[src/rtl/sbc_pkg.sv]
package sbc_pkg;
  // Strobes passed from the control logic to the datapath
  typedef struct packed {
    logic shiftEn;
    logic loadEn;
  } ctlStrobes_t;
endpackage

[src/rtl/sbc_ctl.sv]
module sbc_ctl
  import sbc_pkg::*;
#(
  parameter int SYNC_STAGES = 2
) (
  input  logic        clk,
  input  logic        rstN,
  input  logic        loadStrobe,
  input  logic        serClk,
  input  logic        serData,
  output ctlStrobes_t strobes,
  output logic        dataBit
);
  localparam int HIST = SYNC_STAGES + 1;

  logic [HIST-1:0]        clkPipe;
  logic [HIST-1:0]        ldPipe;
  logic [SYNC_STAGES-1:0] datPipe;

  always_ff @(posedge clk or negedge rstN) begin
    if (!rstN) begin
      clkPipe <= '0;
      ldPipe  <= '0;
      datPipe <= '0;
    end else begin
      clkPipe <= {clkPipe[HIST-2:0], serClk};
      ldPipe  <= {ldPipe[HIST-2:0], loadStrobe};
      datPipe <= {datPipe[SYNC_STAGES-2:0], serData};
    end
  end

  logic clkNow, clkOld, ldNow, ldOld;
  assign clkNow = clkPipe[SYNC_STAGES-1];
  assign clkOld = clkPipe[SYNC_STAGES];
  assign ldNow  = ldPipe[SYNC_STAGES-1];
  assign ldOld  = ldPipe[SYNC_STAGES];

  always_comb begin
    strobes.shiftEn = clkNow & ~clkOld & ldNow;
    strobes.loadEn  = ~ldNow & ldOld;
  end

  assign dataBit = datPipe[SYNC_STAGES-1];
endmodule

[src/rtl/sbc_datapath.sv]
module sbc_datapath
  import sbc_pkg::*;
#(
  parameter int NUM_OUT      = 8,
  parameter bit CHAIN_ASCEND = 1'b0
) (
  input  logic               clk,
  input  logic               rstN,
  input  ctlStrobes_t        strobes,
  input  logic               dataBit,
  input  logic [NUM_OUT-1:0] smbusEn,
  output logic [NUM_OUT-1:0] shiftReg,
  output logic [NUM_OUT-1:0] holdReg,
  output logic               serOut,
  output logic [NUM_OUT-1:0] outEnable
);
  localparam int LAST = NUM_OUT - 1;

  // Stage 0 sits at the serial input, stage LAST at the serial output
  always_ff @(posedge clk or negedge rstN) begin
    if (!rstN) shiftReg <= '0;
    else if (strobes.shiftEn) shiftReg <= {shiftReg[LAST-1:0], dataBit};
  end

  logic [NUM_OUT-1:0] mapped;
  generate
    if (CHAIN_ASCEND) begin : g_asc
      assign mapped = shiftReg;
    end else begin : g_desc
      for (genvar i = 0; i < NUM_OUT; i++) begin : g_bit
        assign mapped[i] = shiftReg[LAST-i];
      end
    end
  endgenerate

  always_ff @(posedge clk or negedge rstN) begin
    if (!rstN) holdReg <= '1;
    else if (strobes.loadEn) holdReg <= mapped;
  end

  assign serOut    = shiftReg[LAST];
  assign outEnable = holdReg & smbusEn;
endmodule

[src/rtl/sideband_oe_port.sv]
module sideband_oe_port
  import sbc_pkg::*;
#(
  parameter int NUM_OUT      = 8,
  parameter bit CHAIN_ASCEND = 1'b0
) (
  input  logic               clk,
  input  logic               rstN,
  input  logic               loadStrobe,
  input  logic               serData,
  input  logic               serClk,
  input  logic [NUM_OUT-1:0] smbusEn,
  output logic               serOut,
  output logic [NUM_OUT-1:0] outEnable
);
  ctlStrobes_t        strobes;
  logic               dataBit;
  logic [NUM_OUT-1:0] shiftReg;
  logic [NUM_OUT-1:0] holdReg;

  sbc_ctl #(.SYNC_STAGES(2)) u_ctl (
    .clk(clk), .rstN(rstN), .loadStrobe(loadStrobe), .serClk(serClk),
    .serData(serData), .strobes(strobes), .dataBit(dataBit)
  );

  sbc_datapath #(.NUM_OUT(NUM_OUT), .CHAIN_ASCEND(CHAIN_ASCEND)) u_dp (
    .clk(clk), .rstN(rstN), .strobes(strobes), .dataBit(dataBit),
    .smbusEn(smbusEn), .shiftReg(shiftReg), .holdReg(holdReg),
    .serOut(serOut), .outEnable(outEnable)
  );
endmodule

[config.mk]
export PLATFORM = sky130hd
export DESIGN_NAME = sideband_oe_port
export DESIGN_NICKNAME = d
export VERILOG_FILES = /design/src/rtl/sbc_pkg.sv /design/src/rtl/sbc_ctl.sv /design/src/rtl/sbc_datapath.sv /design/src/rtl/sideband_oe_port.sv
export SDC_FILE = /design/constraint.sdc
export NUM_CORES = 1
export LEC_CHECK = 0
export ABC_CLOCK_PERIOD_IN_PS = 1400
export BUFFER_PORTS_ARGS = -buffer_cell sky130_fd_sc_hd__buf_2
export CORE_ASPECT_RATIO = 0.75
export CORE_MARGIN = 1
export CORE_UTILIZATION = 25
export CTS_CLUSTER_DIAMETER = 40
export DETAILED_ROUTE_END_ITERATION = 8
export GPL_ROUTABILITY_DRIVEN = 0
export PLACE_DENSITY = 0.44
export SETUP_SLACK_MARGIN = 0.3
export SYNTH_ARGS = -nofsm -noshare
export SYNTH_HDL_FRONTEND = slang
export SYNTH_HIERARCHICAL = 1
export SYNTH_SLANG_ARGS = --single-unit
[constraint.sdc]
create_clock -name clk -period 1.4 [get_ports clk]
set_input_delay 0.07 -clock clk [delete_from_list [all_inputs] [get_ports clk]]
set_output_delay 0.07 -clock clk [all_outputs]
set_load 0.01 [all_outputs]
==> impl_metrics.json <==
{
  "hpwl_um": 899,
  "regArea_sq_um": 611,
  "cts_tree": "built",
  "p_int_uw": 1670,
  "core_area_sq_mm": 0.00342,
  "placementRows": 18,
  "wl_per_cell_um": 10.1,
  "dieArea_sq_mm": 0.00401,
  "gr-total-overflow": 0,
  "tightest_slew_ns": 0.514,
  "seq_power_share": 0.504,
  "io_pins": 22,
  "hold_viol_final": 0,
  "final_layout_size_suffix_gt1_frac": 0.706,
  "cap_viol_max_count": 0,
  "setup_slack_ns": 0.240,
  "cts_sinks": 24,
  "dpl_cell_area_sq_mm": 0.00110,
  "crit_fanout": 8,
  "whs_ns": 0.310,
  "viasPerCell": 3.77,
  "antenna_left": 0,
  "drt_wl_total_um": 1360,
  "fmax_ghz": 0.862,
  "ys_warn_count": 6,
  "grt_start_max_net_pins": 25,
  "hp-class": "in -> async",
  "dieWidth_um": 72.7,
  "antenna_found_initial": 0,
  "rsz0062_at_grt": "yes",
  "total_power_uw": 2160,
  "crit_type": "reg -> reg",
  "finalCritPeriodShare": 0.829,
  "peakVddDrop_uv": 676,
  "switchingPower_uw": 498,
  "grt_pass1_wl_um": 2220,
  "switching_share": 0.230,
  "fin_nets": 99,
  "final_common_cell": "buf_2",
  "cts-root-buf": "clkbuf_8",
  "synth_nets": 65,
  "postSynthAreaPerCell_sq_um": 18.0,
  "arrival_ns": 1.31,
  "status": "complete, no violations",
  "p_leak_uw": 0.000607,
  "drt_iter0_markers": 8,
  "relSlewSlack": 0.657,
  "synthCells": 52,
  "start_util": 0.274,
  "die_h_um": 55.1,
  "netlist_area_sq_um": 938,
  "cts-buffers-inserted": 3,
  "portBuffers": 21,
  "area_growth_pct": 35.6,
  "clk_pin_slew_ns": 0.08,
  "start_kind": "flop",
  "via_count": 509,
  "clk_latency_ns": 0.26,
  "setup_violations": 0,
  "num_antenna_cells": 0,
  "finalCriticalPeriod_ns": 1.16,
  "final_cell_mix": "buf_2, dfrtp_1, mux2_4, dfstp_2, buf_4",
  "post-place-ws_ns": 0.0597,
  "tns_ns": 0,
  "cts_buffer_depth": 2,
  "finClkSkew_ns": 0.00468,
  "end_kind": "flop",
  "fin_area_sq_mm": 0.00127,
  "power.share.clock": 0.213,
  "multi_input_area_sq_um": 317,
  "gr-usage-all-layers": 0.0804,
  "combinationalPowerShare": 0.283,
  "drv_slew": 0,
  "drt_first_pass_iters": 4,
  "grt_pass1_vias": 491,
  "power.density_mw_per_mm2": 1700,
  "fillerInstances": 349,
  "required_ns": 1.55,
  "drc": 0,
  "htreeDepth": 1
}
-- timing repair --
item                                    in CTS  in global routing
hold buffers                                 4                  0
buffers inserted                             4                  0
endpoints found under the hold margin       19                  0
endpoints found under the setup margin      23                 24
gates resized for setup                      3                  6
pin swaps                                    8                  2
-- per-stage QoR --
step,instances,util
after global placement,123,0.321
after floorplan,52,-
after detailed placement,123,0.321
after global routing,135,0.372
after CTS,135,0.364
final,135,0.372
-- per-layer routing --
| metal | part of all wire | vias to the layer above | global-route usage |
|---|---|---|---|
| li1 | - | 242 | - |
| met1 | 0.50 | 248 | 0.0942 |
| met2 | 0.43 | 17 | 0.126 |
| met3 | 0.059 | 2 | 0.0435 |
| met4 | 0.0096 | 0 | 0.0294 |
| met5 | 0 | - | 0 |
-- power by group through the flow --
stage / clock, uW / sequential [uW] / combinational, uW
global route: 516 / 1120 / 656
CTS: 488 / 1090 / 574
floorplan: 0 / 1070 / 377
global placement: 0 / 1110 / 484
detailed placement: 0 / 1110 / 486
finish: 462 / 1090 / 612
-- final timing paths --
kind	slack, ns	cells after the start	from	to
worst max-delay path	0.24	3	u_ctl/ldPipe[1]	u_dp/shiftReg[2]
worst min-delay path	0.31	2	rstN	u_dp/shiftReg[5]
worst max register to register	0.24	3	u_ctl/ldPipe[1]	u_dp/shiftReg[2]
worst min register to register	0.35	0	u_ctl/ldPipe[0]	u_ctl/ldPipe[1]
max in group asynchronous	0.73	2	rstN	u_dp/holdReg[7]
min in group clk	0.35	0	u_ctl/ldPipe[0]	u_ctl/ldPipe[1]
-- cell type report --
class | instances | share of cell area
clock buffers | 4 | 0.0433
repair buffers | 31 | 0.179
well taps | 50 | 0.0492
flip-flops and latches | 24 | 0.480
multi-input cells | 26 | 0.249
-- flip-flops by register name, summed over array words and instances (netlist names) --
register	cells
u_dp/holdReg	8
u_dp/shiftReg	8
u_ctl/clkPipe	3
u_ctl/ldPipe	3
u_ctl/datPipe	2
-- critical path, cell delays in order, from the launching register on --
cell	delay, ns
dfrtp_1	0.39
and3b_2	0.22
buf_12	0.15
mux2_4	0.29
Note: power is estimated with default switching activity, not from simulation.
